**src/rtl/wl_pkg.sv**
```systemverilog
package wl_pkg;
  typedef enum logic [1:0] {
    CMD_DES    = 2'd0,
    CMD_WL_ON  = 2'd1,
    CMD_WL_OFF = 2'd2
  } wl_cmd_e;

  typedef enum logic [2:0] {
    S_IDLE, S_ENTRY, S_HIGH, S_LOW, S_GAP, S_ODT_OFF, S_MOD_WAIT
  } wl_state_e;
endpackage

```
**src/rtl/wl_timer.sv**
```systemverilog
module wl_timer #(
  parameter int W = 12
) (
  input  logic         clk,
  input  logic         rst,
  input  logic         load,
  input  logic [W-1:0] len,
  output logic         expired
);
  logic [W-1:0] cnt;

  // A load of len keeps the owning state for len cycles (minimum 1).
  always_ff @(posedge clk) begin
    if (rst)               cnt <= '0;
    else if (load)         cnt <= (len == '0) ? '0 : len - 1'b1;
    else if (cnt != '0)    cnt <= cnt - 1'b1;
  end

  assign expired = (cnt == '0);
endmodule

```
**src/rtl/wl_vote.sv**
```systemverilog
module wl_vote #(
  parameter int N = 4
) (
  input  logic [N-1:0] bits,
  output logic         maj
);
  localparam int CW = $clog2(N + 1);
  logic [CW-1:0] ones;

  always_comb begin
    ones = '0;
    for (int i = 0; i < N; i++) ones = ones + CW'(bits[i]);
  end

  assign maj = (ones > CW'(N / 2));
endmodule

```
**src/rtl/wl_train_seq.sv**
```systemverilog
module wl_train_seq
  import wl_pkg::*;
#(
  parameter int DQ_W  = 4,
  parameter int TAP_W = 6,
  parameter int CNT_W = 10
) (
  input  logic             clk,
  input  logic             rst,
  input  logic             start_i,
  input  logic             dll_en_i,
  input  logic [CNT_W-1:0] t_wlmrd_i,
  input  logic [CNT_W-1:0] t_mod_i,
  input  logic [CNT_W-1:0] t_odt_dll_i,
  input  logic [CNT_W-1:0] t_aonas_i,
  input  logic [CNT_W-1:0] t_dqsh_i,
  input  logic [CNT_W-1:0] t_dqsl_i,
  input  logic [CNT_W-1:0] t_wlo_i,
  input  logic [DQ_W-1:0]  dq_fb_i,
  output logic [1:0]       cmd_o,
  output logic             odt_o,
  output logic             dqs_en_o,
  output logic [TAP_W-1:0] tap_o,
  output logic             busy_o,
  output logic             done_o,
  output logic [TAP_W-1:0] result_tap_o,
  output logic             fail_o
);
  localparam int TW = CNT_W + 2;
  localparam logic [TAP_W-1:0] TAP_MAX = '1;

  wl_state_e       state;
  logic            dll_q, prev_zero, found_q;
  logic            vote, tmr_load, tmr_done, found_now, sweep_end;
  logic [TW-1:0]   tmr_len, settle_len, entry_len, hi_len, lo_len, mod_len;
  logic [TW-1:0]   wlmrd_len, odt_need;

  function automatic logic [TW-1:0] lenf(input logic [CNT_W-1:0] v);
    return (v == '0) ? TW'(1) : TW'(v);
  endfunction

  // Length of each timed phase, in cycles.
  always_comb begin
    settle_len = ((state == S_IDLE) ? dll_en_i : dll_q) ? lenf(t_odt_dll_i) : lenf(t_aonas_i);
    mod_len    = lenf(t_mod_i);
    wlmrd_len  = lenf(t_wlmrd_i);
    odt_need   = mod_len + settle_len + TW'(1);
    entry_len  = (wlmrd_len > odt_need) ? wlmrd_len : odt_need;
    hi_len     = lenf(t_dqsh_i);
    lo_len     = (lenf(t_dqsl_i) > lenf(t_wlo_i)) ? lenf(t_dqsl_i) : lenf(t_wlo_i);
  end

  wl_vote #(.N(DQ_W)) u_vote (.bits(dq_fb_i), .maj(vote));

  assign found_now = prev_zero & vote;
  assign sweep_end = found_now | (tap_o == TAP_MAX);

  always_comb begin
    tmr_load = 1'b0;
    tmr_len  = TW'(1);
    unique case (state)
      S_IDLE:     if (start_i)  begin tmr_load = 1'b1; tmr_len = entry_len;  end
      S_ENTRY:    if (tmr_done) begin tmr_load = 1'b1; tmr_len = hi_len;     end
      S_HIGH:     if (tmr_done) begin tmr_load = 1'b1; tmr_len = lo_len;     end
      S_LOW:      if (tmr_done && sweep_end) begin tmr_load = 1'b1; tmr_len = settle_len; end
      S_GAP:      begin tmr_load = 1'b1; tmr_len = hi_len; end
      S_ODT_OFF:  if (tmr_done) begin tmr_load = 1'b1; tmr_len = mod_len;    end
      default:    ;
    endcase
  end

  wl_timer #(.W(TW)) u_timer (
    .clk(clk), .rst(rst), .load(tmr_load), .len(tmr_len), .expired(tmr_done)
  );

  always_ff @(posedge clk) begin
    if (rst) begin
      state        <= S_IDLE;
      cmd_o        <= CMD_DES;
      odt_o        <= 1'b0;
      dqs_en_o     <= 1'b0;
      tap_o        <= '0;
      busy_o       <= 1'b0;
      done_o       <= 1'b0;
      result_tap_o <= '0;
      fail_o       <= 1'b0;
      dll_q        <= 1'b0;
      prev_zero    <= 1'b0;
      found_q      <= 1'b0;
    end else begin
      cmd_o  <= CMD_DES;
      done_o <= 1'b0;
      unique case (state)
        S_IDLE: if (start_i) begin
          state     <= S_ENTRY;
          cmd_o     <= CMD_WL_ON;
          odt_o     <= 1'b1;
          busy_o    <= 1'b1;
          tap_o     <= '0;
          prev_zero <= 1'b0;
          found_q   <= 1'b0;
          dll_q     <= dll_en_i;
        end
        S_ENTRY: if (tmr_done) begin
          state    <= S_HIGH;
          dqs_en_o <= 1'b1;
        end
        S_HIGH: if (tmr_done) begin
          state    <= S_LOW;
          dqs_en_o <= 1'b0;
        end
        S_LOW: if (tmr_done) begin
          if (sweep_end) begin
            state   <= S_ODT_OFF;
            odt_o   <= 1'b0;
            found_q <= found_now;
          end else begin
            state     <= S_GAP;
            tap_o     <= tap_o + 1'b1;
            prev_zero <= ~vote;
          end
        end
        S_GAP: begin
          state    <= S_HIGH;
          dqs_en_o <= 1'b1;
        end
        S_ODT_OFF: if (tmr_done) begin
          state <= S_MOD_WAIT;
          cmd_o <= CMD_WL_OFF;
        end
        S_MOD_WAIT: if (tmr_done) begin
          state        <= S_IDLE;
          done_o       <= 1'b1;
          busy_o       <= 1'b0;
          result_tap_o <= tap_o;
          fail_o       <= ~found_q;
        end
        default: state <= S_IDLE;
      endcase
    end
  end
endmodule

```
**config.mk**
```make
export PLATFORM = sky130hd
export DESIGN_NAME = wl_train_seq
export DESIGN_NICKNAME = d
export VERILOG_FILES = /design/src/rtl/wl_pkg.sv /design/src/rtl/wl_timer.sv /design/src/rtl/wl_vote.sv /design/src/rtl/wl_train_seq.sv
export SDC_FILE = /design/constraint.sdc
export NUM_CORES = 1
export LEC_CHECK = 0
export BUFFER_PORTS_ARGS = -buffer_cell sky130_fd_sc_hd__buf_2
export CAP_MARGIN = 0
export CELL_PAD_IN_SITES_DETAIL_PLACEMENT = 1
export CELL_PAD_IN_SITES_GLOBAL_PLACEMENT = 1
export CORE_MARGIN = 2
export CORE_UTILIZATION = 43
export CTS_CLUSTER_DIAMETER = 60
export DETAILED_ROUTE_END_ITERATION = 10
export MAX_ROUTING_LAYER = met4
export PLACE_DENSITY = 0.95
export SKIP_CTS_REPAIR_TIMING = 1
export SLEW_MARGIN = 20
export SYNTH_ARGS = -nofsm -noshare
export SYNTH_HDL_FRONTEND = slang
export SYNTH_SLANG_ARGS = --single-unit
```
**constraint.sdc**
```tcl
create_clock -name clk -period 17.1 [get_ports clk]
set_input_delay 0.855 -clock clk [delete_from_list [all_inputs] [get_ports clk]]
set_output_delay 0.855 -clock clk [all_outputs]
set_load 0.1 [all_outputs]
```
==> flow_summary.yaml, run 1 <==
power_and_ir_drop:
  power_leakage_nw: 2.12
  switchingPower_mw: 0.397
  comb_power_share_pct: 71.0
  power.sequential.fraction_pct: 17.0
  cell_internal_pwr_mw: 0.367
  worst_ir_drop_vdd_v: 0.0000548
  netSwitchingFraction_pct: 52.0
  report.power.total_mw: 0.763
  power-per-cell-area_mw_per_mm2: 160
  power.share.clock_pct: 12.0
synth:
  synthesis.area_mm2: 0.00419
  number_of_synthesis_warnings: 0
  yosys-top-cells-area: "sky130_fd_sc_hd__dfxtp_1, sky130_fd_sc_hd__ha_1, sky130_fd_sc_hd__nor2_1"
  asyncSetResetFlopFracSynth_pct: 0
  synth.top_cell.area_share_pct: 17.7
  post_synth.cell_area_avg_um2: 7.77
  mappedNetlistNets: 658
  syn_inst: 540
  yosysUniqueCellTypes: 74
  yosys_register_bits: 37
  ys_seq_area_share_pct: 17.7
  synth-edff-count: 0
  yosysTopAreaCell: "sky130_fd_sc_hd__dfxtp_1"
  yosys_most_used_dff: "sky130_fd_sc_hd__dfxtp_1"
finish:
  fin_nets: 712
  area.growth.synth_to_final_pct: 13.8
  multiInputGateArea_mm2: 0.00317
  layout_common_cells: "sky130_fd_sc_hd__buf_2, sky130_fd_sc_hd__nor2_1, sky130_fd_sc_hd__ha_1"
  fillers: 1269
  count_of_placed_standard_cells_in_the_final_layout_fillers_left_out: 728
  post_route_cells_drive_above_1_share_pct: 24.7
  layout.cells.most_common: "sky130_fd_sc_hd__buf_2"
  regArea_um2: 741
  antenna_cells_inserted: 0
sta:
  report.final.hold_viol_count: 0
  post-route-period-util_pct: 40.2
  maxSlewHeadroom_pct: 35.2
  max_clock_freq_ghz: 0.146
  number_of_pins_with_negative_max_slew_slack_in_the_final_report: 0
  rsz0062_at_grt: "false"
  holdWs_ns: 0.498
  worst_slew_pin_slew_ns: 0.965
  fin_skew_ns: 0.0102
  period_needed_ns: 6.87
  finalSetupTns_ns: 0
  setup_viol_count_final: 0
hold_path:
  worst_hold_path_type: "reg -> reg"
  whs_endpoint: "busy_o$_SDFFE_PP0P_"
  hold-path-cell-count: 2
  min-delay-start: "busy_o$_SDFFE_PP0P_"
status:
  status: "finished clean"
critical_path:
  timing.critical_path.slowest_cell_delay_ns: 0.84
  timing.critical_path.fanout_max: 22
  timing.critical_path.mode_cell: "sky130_fd_sc_hd__ha_1"
  startpoint_kind_of_the_worst_setup_timing_path: "flip-flop"
  worst-r2r-cell-count: 21
  worst_r2r_startpoint: "state[1]$_SDFFE_PP0P_"
  crit_required_ns: 17.29
  regToRegSetupSlack_ns: 10.23
  slowest_stage: "sky130_fd_sc_hd__dfxtp_1"
  worst_setup_path_end_kind: "flip-flop"
  reg2reg_to: "u_timer.cnt[10]$_SDFFE_PP0P_"
  arrival_ns: 7.06
  crit_chain: "nor3_4 -> mux2i_2 -> mux2_2 -> ha_1 -> a21o_1 -> a31oi_1 -> a21oi_1 -> or4_1 -> ha_1 -> nand4_1 -> nor3_1 -> or4_4 -> a31o_2 -> or3_1 -> a31oi_1 -> ha_1 -> inv_1 -> nor3_1 -> nor4b_2 -> xor2_1 -> o21ai_1"
  timing.setup.critical_path_class: "reg -> reg"
job:
  total_of_max_cap_violations: 0
placement:
  dpl.cell_count: 720
  post-dp-hpwl_mm: 11.7
  finalWeightedCongestion: 1.02
  port_buffers: 96
detailed_routing:
  drt-total-wl_mm: 14.4
  ant_nets: 0
  drc_violations: 0
  detailedRoute.firstPassIterationCount: 5
  detail_route.vias_per_cell: 6.09
  via_total_after_detailed_routing: 4432
  initialDrtViolationCount: 185
  wl_per_cell_um: 19.8
global_route:
  maximum_number_of_pins_on_one_net_before_global_route_repair: 27
  grt-ovfl-total: 0
  grt_pass1_wl_mm: 22.8
  first_global_vias: 4470
  antenna_found_initial: 0
  groute.usage.overall_pct: 28.3
clock_tree:
  worst_setup_hold_path_clk_slew_ns: 0.08
  numCtsBuffers: 5
  cts_num_sinks: 37
  clock_tree.buffer_depth: 2
  clk_root_buffer_cell: "sky130_fd_sc_hd__clkbuf_8"
  cts_tree: "done"
  ctsHtreeMaxLevel: 2
  insertion_delay_ns: 0.30
floorplanning:
  floorplan.die.height_um: 103
  die_area_mm2: 0.0106
  start_util_pct: 43.5
  floorplan.die.width_um: 103
  core-area_mm2: 0.00964
  std_cell_rows: 36
  top_level_ports: 97
area by class of cell:
class	count	area share [%]
clock buffers	5	1.44
clock inverters	3	1.36
inverters	21	1.65
multi-input cells	433	66.5
flip-flops and latches	37	15.5
well taps	133	3.49
repair buffers	96	10.1
logic make-up after synthesis:
kind of cell | Yosys count | synth area share [%]
adder cells (fa/ha/maj) | 40 | 12.3
multiplexers | 21 | 5.40
flip-flops | 37 | 17.7
AO/OA/AOI/OAI | 133 | 23.5
XOR/XNOR | 25 | 5.22
buffers and inverters | 70 | 6.83
AND/OR/NAND/NOR | 214 | 29.1
worst max-delay path: cells and delay by family, from the launching register on:
family,cells,cell delay (ns)
buf+inv,1,0.10
fa+ha+maj,3,0.91
simple gates,8,2.28
xor+xnor,1,0.21
compound gates,6,1.36
flops,1,0.84
mux,2,1.04
metrics by stage:
stage	setup slack, ns	cell area, µm²	util (%)
3_3_place_gp	10.56	4630	48.1
3_5_place_dp	10.33	4630	48.1
5_1_grt	9.90	4770	49.5
6_report	10.23	4770	49.5
4_1_cts	10.32	4770	49.5
2_1_floorplan	11.07	4190	-
metal layers:
metal	part of all wire [%]	GRT usage, %	routed length (µm)
met1	44	36.6	6320
met2	50	47.7	7160
met3	4.3	2.85	623
met4	1.9	6.78	278
met5	0	-	0
how the worst max path moves through the flow:
stage                     startpoint                      endpoint  slack (ns)  depth (start not counted)
2_1_floorplan               dll_en_i  u_timer.cnt[10]$_SDFFE_PP0P_       11.07                         20
3_3_place_gp                dll_en_i  u_timer.cnt[10]$_SDFFE_PP0P_       10.56                         21
3_5_place_dp                dll_en_i  u_timer.cnt[10]$_SDFFE_PP0P_       10.33                         21
4_1_cts        state[1]$_SDFFE_PP0P_  u_timer.cnt[10]$_SDFFE_PP0P_       10.32                         21
5_1_grt        state[1]$_SDFFE_PP0P_  u_timer.cnt[10]$_SDFFE_PP0P_        9.90                         21
6_report       state[1]$_SDFFE_PP0P_  u_timer.cnt[10]$_SDFFE_PP0P_       10.23                         21
registers in the layout (all words and copies together), names as in the netlist:
name and count:
done_o 1, odt_o 1, dqs_en_o 1, busy_o 1, fail_o 1, dll_q 1, u_timer.cnt 12, found_q 1
cmd_o 2, prev_zero 1, tap_o 6, result_tap_o 6, state 3
Yosys cell counts (12+ instances only):
| library cell | number |
|---|---|
| sky130_fd_sc_hd__nand4_1 | 18 |
| sky130_fd_sc_hd__o211ai_1 | 12 |
| sky130_fd_sc_hd__xnor2_1 | 14 |
| sky130_fd_sc_hd__nor2_1 | 56 |
| sky130_fd_sc_hd__o21ai_0 | 15 |
| sky130_fd_sc_hd__a21oi_1 | 21 |
| sky130_fd_sc_hd__ha_1 | 38 |
| sky130_fd_sc_hd__nor3_1 | 17 |
| sky130_fd_sc_hd__clkbuf_1 | 38 |
| sky130_fd_sc_hd__dfxtp_1 | 37 |
| sky130_fd_sc_hd__inv_1 | 21 |
| sky130_fd_sc_hd__nand2_1 | 34 |
power by group through the flow:
stage                     logic (mW)  clock network [mW]  registers [mW]
after floorplan                0.404                   0           0.141
after global placement         0.503                   0           0.129
after CTS                      0.534              0.0912           0.129
final                          0.542              0.0916           0.130
after detailed placement       0.527                   0           0.131
after global routing           0.590              0.0953           0.133
Power figures use the tool's default switching activity.
==> run 2, diff against run 1 <==
--- a/config.mk
+++ b/config.mk
@@ -10,11 +10,11 @@
 export CELL_PAD_IN_SITES_DETAIL_PLACEMENT = 1
 export CELL_PAD_IN_SITES_GLOBAL_PLACEMENT = 1
 export CORE_MARGIN = 2
-export CORE_UTILIZATION = 43
+export CORE_UTILIZATION = 36
 export CTS_CLUSTER_DIAMETER = 60
 export DETAILED_ROUTE_END_ITERATION = 10
 export MAX_ROUTING_LAYER = met4
-export PLACE_DENSITY = 0.95
+export PLACE_DENSITY = 0.88
 export SKIP_CTS_REPAIR_TIMING = 1
 export SLEW_MARGIN = 20
 export SYNTH_ARGS = -nofsm -noshare
==> constraint.sdc (replaced) <==
create_clock -name clk -period 6.2 [get_ports clk]
set_input_delay 0.31 -clock clk [delete_from_list [all_inputs] [get_ports clk]]
set_output_delay 0.31 -clock clk [all_outputs]
set_load 0.1 [all_outputs]
==> flow_summary.yaml, run 2 (synthesized netlist as in run 1, its figures left out) <==
critical_path:
  reg2reg_to: "u_timer.cnt[1]$_SDFFE_PP0P_"
  startpoint_kind_of_the_worst_setup_timing_path: "flip-flop"
  timing.critical_path.fanout_max: 10
  arrival_ns: 6.15
  crit_start: "state[2]$_SDFFE_PP0P_"
  regToRegSetupSlack_ns: 0.27
  worst-r2r-cell-count: 24
  worst_setup_path_end_kind: "flip-flop"
  crit_required_ns: 6.42
  timing.setup.critical_path_class: "reg -> reg"
  worst_r2r_startpoint: "state[2]$_SDFFE_PP0P_"
finish:
  fin_nets: 723
  layout_common_cells: "sky130_fd_sc_hd__buf_2, sky130_fd_sc_hd__nor2_1, sky130_fd_sc_hd__ha_1, sky130_fd_sc_hd__dfxtp_1, sky130_fd_sc_hd__nand2_1"
  final_core_util_pct: 43.6
  reg_top3: "u_timer.cnt (12), result_tap_o (6), tap_o (6)"
  largest_register_ff_count: 12
  post_route_cells_drive_above_1_share_pct: 27.4
  layout.cells.most_common: "sky130_fd_sc_hd__buf_2"
  antenna_cells_inserted: 0
  fillers: 1408
  area.growth.synth_to_final_pct: 18.1
  largest_register: "u_timer.cnt"
  final_design_area_no_fill_mm2: 0.00495
sta:
  post-route-worst-setup-slack_ns: 0.267
  post-route-period-util_pct: 95.7
  report.final.hold_viol_count: 0
  maxSlewHeadroom_pct: 41.1
  period_needed_ns: 5.93
  setup_viol_count_final: 0
  rsz0062_at_grt: "false"
  fin_skew_ns: 0.00851
  max_clock_freq_ghz: 0.169
  worst_slew_pin_slew_ns: 0.877
  number_of_pins_with_negative_max_slew_slack_in_the_final_report: 0
floorplanning:
  std_cell_rows: 39
  die_area_mm2: 0.0125
  start_util_pct: 36.9
  top_level_ports: 97
  floorplan.die.height_um: 112
  core-area_mm2: 0.0114
  floorplan.die.width_um: 112
detailed_routing:
  drt-total-wl_mm: 14.7
  initialDrtViolationCount: 225
  ant_nets: 0
  detailedRoute.firstPassIterationCount: 5
  via_total_after_detailed_routing: 4506
  wl_per_cell_um: 19.6
  detail_route.vias_per_cell: 6.02
  drc_violations: 0
clock_tree:
  numCtsBuffers: 5
  cts_num_sinks: 37
  cts_tree: "done"
  insertion_delay_ns: 0.29
  worst_setup_hold_path_clk_slew_ns: 0.06
  clock_tree.buffer_depth: 2
  ctsHtreeMaxLevel: 2
  clk_root_buffer_cell: "sky130_fd_sc_hd__clkbuf_16"
placement:
  port_buffers: 96
  placedInstanceArea_mm2: 0.00468
  post-place-ws_ns: -0.0210
  post-dp-hpwl_mm: 11.9
  finalWeightedCongestion: 0.951
power_and_ir_drop:
  worst_ir_drop_vdd_v: 0.000177
  power_leakage_nw: 2.19
  report.power.total_mw: 2.21
  power-per-cell-area_mw_per_mm2: 447
global_route:
  groute.usage.overall_pct: 23.6
  antenna_found_initial: 0
  groute.layer.met2.usage_pct: 40.2
  maximum_number_of_pins_on_one_net_before_global_route_repair: 27
  first_global_vias: 4659
  grt-ovfl-total: 0
  global_route.peak_usage_layer: "met2"
  gr-usage-met3_pct: 2.56
  use_met1_pct: 30.8
  grt_pass1_wl_mm: 23.7
hold_path:
  whs_endpoint: "dll_q$_SDFFE_PP0P_"
  min-delay-start: "dll_en_i"
  worst_hold_path_type: "in -> reg"
  hold-path-cell-count: 3
status:
  status: "finished clean"
job:
  total_of_max_cap_violations: 0
[run 2: worst max-delay path by stage]
stage / to / slack, ns / depth (start not counted)
after global placement: u_timer.cnt[10]$_SDFFE_PP0P_ / 0.23 / 22
final: u_timer.cnt[1]$_SDFFE_PP0P_ / 0.27 / 24
after detailed placement: u_timer.cnt[10]$_SDFFE_PP0P_ / -0.02 / 22
after global routing: u_timer.cnt[10]$_SDFFE_PP0P_ / 0.007 / 25
after floorplan: u_timer.cnt[10]$_SDFFE_PP0P_ / 0.32 / 22
after CTS: u_timer.cnt[10]$_SDFFE_PP0P_ / -0.06 / 22
[run 2: per-layer routing]
metal	wire length (µm)	vias up
met1	6490	2226
met2	7290	133
met4	146	0
li1	-	2135
met5	0	-
met3	783	12
[run 2: power by group]
part	internal (mW)	switching [mW]	leakage, nW	total (mW)
clock	0.147	0.101	0.0696	0.248
sequential	0.284	0.0443	0.302	0.328
combinational	0.642	0.994	1.82	1.64
[run 2: worst max-delay path, stage by stage (launching register included)]
cell	delay [ns]
sky130_fd_sc_hd__dfxtp_1	0.33
sky130_fd_sc_hd__nor3_4	0.23
sky130_fd_sc_hd__mux2i_2	0.25
sky130_fd_sc_hd__buf_6	0.17
sky130_fd_sc_hd__mux2_2	0.36
sky130_fd_sc_hd__ha_2	0.34
sky130_fd_sc_hd__a21o_1	0.22
sky130_fd_sc_hd__a31oi_2	0.21
sky130_fd_sc_hd__a21oi_1	0.11
sky130_fd_sc_hd__or4_1	0.55
sky130_fd_sc_hd__ha_1	0.32
sky130_fd_sc_hd__nand4_1	0.15
sky130_fd_sc_hd__nor3_1	0.08
sky130_fd_sc_hd__or4_4	0.50
sky130_fd_sc_hd__a31oi_4	0.30
sky130_fd_sc_hd__a21oi_1	0.13
sky130_fd_sc_hd__a311o_1	0.38
sky130_fd_sc_hd__nand2_1	0.11
sky130_fd_sc_hd__inv_1	0.09
sky130_fd_sc_hd__ha_1	0.20
sky130_fd_sc_hd__inv_1	0.05
sky130_fd_sc_hd__nor3_1	0.05
sky130_fd_sc_hd__and3_1	0.22
sky130_fd_sc_hd__or3_1	0.38
sky130_fd_sc_hd__a21oi_2	0.12
[run 2: cell type report]
cell class | instances | area (µm²) | area share (%)
clock buffers | 5 | 125 | 2.53
clock inverters | 3 | 17.5 | 0.354
inverters | 21 | 78.8 | 1.59
multi-input cells | 433 | 3240 | 65.5
flip-flops and latches | 37 | 741 | 15.0
well taps | 143 | 179 | 3.61
repair buffers | 107 | 567 | 11.4
[run 2: metrics by stage]
stage / setup TNS, ns / std cells / hold WS [ns]
after CTS: -0.0643 / 743 / 0.309
after global placement: 0 / 735 / 0.460
after global routing: 0 / 749 / 0.330
after detailed placement: -0.0210 / 735 / 0.474
after floorplan: 0 / 540 / 0.446
final: 0 / 749 / 0.312
==> run 3, diff against run 2 <==
--- a/config.mk
+++ b/config.mk
@@ -5,16 +5,17 @@
 export SDC_FILE = /design/constraint.sdc
 export NUM_CORES = 1
 export LEC_CHECK = 0
+export ABC_AREA = 1
 export BUFFER_PORTS_ARGS = -buffer_cell sky130_fd_sc_hd__buf_2
 export CAP_MARGIN = 0
 export CELL_PAD_IN_SITES_DETAIL_PLACEMENT = 1
 export CELL_PAD_IN_SITES_GLOBAL_PLACEMENT = 1
 export CORE_MARGIN = 2
-export CORE_UTILIZATION = 36
+export CORE_UTILIZATION = 34
 export CTS_CLUSTER_DIAMETER = 60
 export DETAILED_ROUTE_END_ITERATION = 10
 export MAX_ROUTING_LAYER = met4
-export PLACE_DENSITY = 0.88
+export PLACE_DENSITY = 0.89
 export SKIP_CTS_REPAIR_TIMING = 1
 export SLEW_MARGIN = 20
 export SYNTH_ARGS = -nofsm -noshare
==> flow_summary.yaml, run 3 <==
detailed_routing:
  drc_violations: 0
  drt-total-wl_mm: 14.8
  wl_per_cell_um: 14.6
  detailedRoute.firstPassIterationCount: 4
  detail_route.vias_per_cell: 5.04
  via_total_after_detailed_routing: 5101
  initialDrtViolationCount: 171
  ant_nets: 0
critical_path:
  crit_required_ns: 6.35
  worst_setup_path_end_kind: "flip-flop"
  startpoint_kind_of_the_worst_setup_timing_path: "flip-flop"
  timing.critical_path.slowest_cell_delay_ns: 0.49
  slowest_stage: "sky130_fd_sc_hd__dfxtp_1"
  timing.critical_path.mode_cell: "sky130_fd_sc_hd__nand2_1"
  timing.setup.critical_path_class: "reg -> reg"
  timing.critical_path.fanout_max: 14
  arrival_ns: 5.46
floorplanning:
  std_cell_rows: 41
  top_level_ports: 97
  die_area_mm2: 0.0139
  core-area_mm2: 0.0126
  floorplan.die.width_um: 118
  start_util_pct: 34.9
  floorplan.die.height_um: 118
power_and_ir_drop:
  power_leakage_nw: 2.72
  power-per-cell-area_mw_per_mm2: 439
  report.power.total_mw: 2.23
  worst_ir_drop_vdd_v: 0.000166
synth:
  yosys-top-cells-area: "sky130_fd_sc_hd__dfxtp_1, sky130_fd_sc_hd__nand2_1, sky130_fd_sc_hd__ha_1"
  syn_inst: 773
  ys_seq_area_share_pct: 16.8
  synth-edff-count: 0
  synth.top_cell.area_share_pct: 16.8
  yosys_register_bits: 37
  synth.top_cells.by_count: "sky130_fd_sc_hd__nand2_1, sky130_fd_sc_hd__inv_1, sky130_fd_sc_hd__nor2_1"
  yosysTopAreaCell: "sky130_fd_sc_hd__dfxtp_1"
  asyncSetResetFlopFracSynth_pct: 0
  yosys_most_used_dff: "sky130_fd_sc_hd__dfxtp_1"
  mappedNetlistNets: 891
  synthesis.area_mm2: 0.00440
  yosysUniqueCellTypes: 42
  number_of_synthesis_warnings: 0
  post_synth.cell_area_avg_um2: 5.70
  yosys.cell_count.top_type: "sky130_fd_sc_hd__nand2_1"
clock_tree:
  clock_tree.buffer_depth: 2
  insertion_delay_ns: 0.29
  cts_tree: "done"
  worst_setup_hold_path_clk_slew_ns: 0.06
  clk_root_buffer_cell: "sky130_fd_sc_hd__clkbuf_16"
  ctsHtreeMaxLevel: 2
  cts_num_sinks: 37
  numCtsBuffers: 5
sta:
  setup_viol_count_final: 0
  fin_skew_ns: 0.00610
  post-route-period-util_pct: 85.6
  finalSetupTns_ns: 0
  max_clock_freq_ghz: 0.188
  rsz0062_at_grt: "false"
  post-route-worst-setup-slack_ns: 0.894
  maxSlewHeadroom_pct: 46.2
  report.final.hold_viol_count: 0
  period_needed_ns: 5.31
  number_of_pins_with_negative_max_slew_slack_in_the_final_report: 0
  worst_slew_pin_slew_ns: 0.800
placement:
  placedInstanceArea_mm2: 0.00494
  port_buffers: 96
  post-dp-hpwl_mm: 12.5
  post-place-ws_ns: 1.03
  finalWeightedCongestion: 0.973
finish:
  antenna_cells_inserted: 0
  final_design_area_no_fill_mm2: 0.00509
  layout_common_cells: "sky130_fd_sc_hd__nand2_1, sky130_fd_sc_hd__inv_1, sky130_fd_sc_hd__nor2_1"
  largest_register_ff_count: 12
  area.growth.synth_to_final_pct: 15.5
  reg_top3: "u_timer.cnt (12), result_tap_o (6), tap_o (6)"
  post_route_cells_drive_above_1_share_pct: 16.8
  largest_register: "u_timer.cnt"
  fin_nets: 957
  layout.cells.most_common: "sky130_fd_sc_hd__nand2_1"
global_route:
  maximum_number_of_pins_on_one_net_before_global_route_repair: 15
  antenna_found_initial: 0
  groute.usage.overall_pct: 21.7
  first_global_vias: 5125
  grt_pass1_wl_mm: 24.3
  grt-ovfl-total: 0
job:
  total_of_max_cap_violations: 0
status:
  status: "finished clean"
hold_path:
  worst_hold_path_type: "in -> reg"
run 3: changes by cell type after synthesis, moves of 11 or more:
cell,delta
sky130_fd_sc_hd__nand2_1,+150
sky130_fd_sc_hd__inv_1,+93
sky130_fd_sc_hd__nor2_1,+57
sky130_fd_sc_hd__nand3_1,+53
sky130_fd_sc_hd__a21oi_1,+30
sky130_fd_sc_hd__o21ai_0,+18
sky130_fd_sc_hd__nor2b_1,-11
sky130_fd_sc_hd__o211ai_1,-11
run 3: final cells by class:
| cell class | instances | area, µm² |
|---|---|---|
| clock inverters | 3 | 21.3 |
| fillers | 1794 | 7530 |
| flip-flops and latches | 37 | 741 |
| multi-input cells | 575 | 3040 |
| repair buffers | 96 | 480 |
| well taps | 172 | 215 |
| inverters | 124 | 465 |
| clock buffers | 5 | 125 |
run 3: power breakdown:
part / switching (mW) / internal (mW) / total, mW / leakage, nW
sequential: 0.0476 / 0.291 / 0.338 / 0.303
combinational: 1.13 / 0.510 / 1.64 / 2.35
clock: 0.106 / 0.150 / 0.256 / 0.0702
run 3: logic make-up after synthesis:
logic type / Yosys count / synth area share (%)
flip-flops: 37 / 16.8
AO/OA/AOI/OAI: 112 / 14.2
AND/OR/NAND/NOR: 411 / 40.7
adder cells (fa/ha/maj): 40 / 11.7
XOR/XNOR: 12 / 2.39
buffers and inverters: 161 / 14.1
run 3: metal layers:
metal | track usage, % | share of wire, %
met1 | 27.5 | 47
met2 | 37.1 | 48
met3 | 2.37 | 3.3
met4 | 5.42 | 1.9
met5 | - | 0
run 3: critical path: cells and delay by family (launching register included):
| kind | cells | cell delay, ns |
|---|---|---|
| buffers and inverters | 4 | 0.33 |
| DFF | 1 | 0.49 |
| and+or+nand+nor | 16 | 2.39 |
| adders and majority gates | 3 | 0.82 |
| xor gates and xnor gates | 1 | 0.23 |
| AOI/OAI and AO/OA | 5 | 0.91 |
run 3: final timing paths:
check	cells after the start	end	slack, ns	startpoint
max	29	u_timer.cnt[9]$_SDFFE_PP0P_	0.89	state[0]$_SDFFE_PP0P_
min	3	dll_q$_SDFFE_PP0P_	0.29	dll_en_i
max reg2reg	29	u_timer.cnt[9]$_SDFFE_PP0P_	0.89	state[0]$_SDFFE_PP0P_
min reg2reg	2	fail_o$_SDFFE_PP0P_	0.45	fail_o$_SDFFE_PP0P_
run 3: metrics by stage:
step | cells | util (%) | hold WS (ns)
2_1_floorplan | 773 | - | 0.423
3_3_place_gp | 1004 | 39.2 | 0.435
3_5_place_dp | 1004 | 39.2 | 0.437
4_1_cts | 1012 | 40.3 | 0.284
5_1_grt | 1012 | 40.3 | 0.329
6_report | 1012 | 40.3 | 0.288
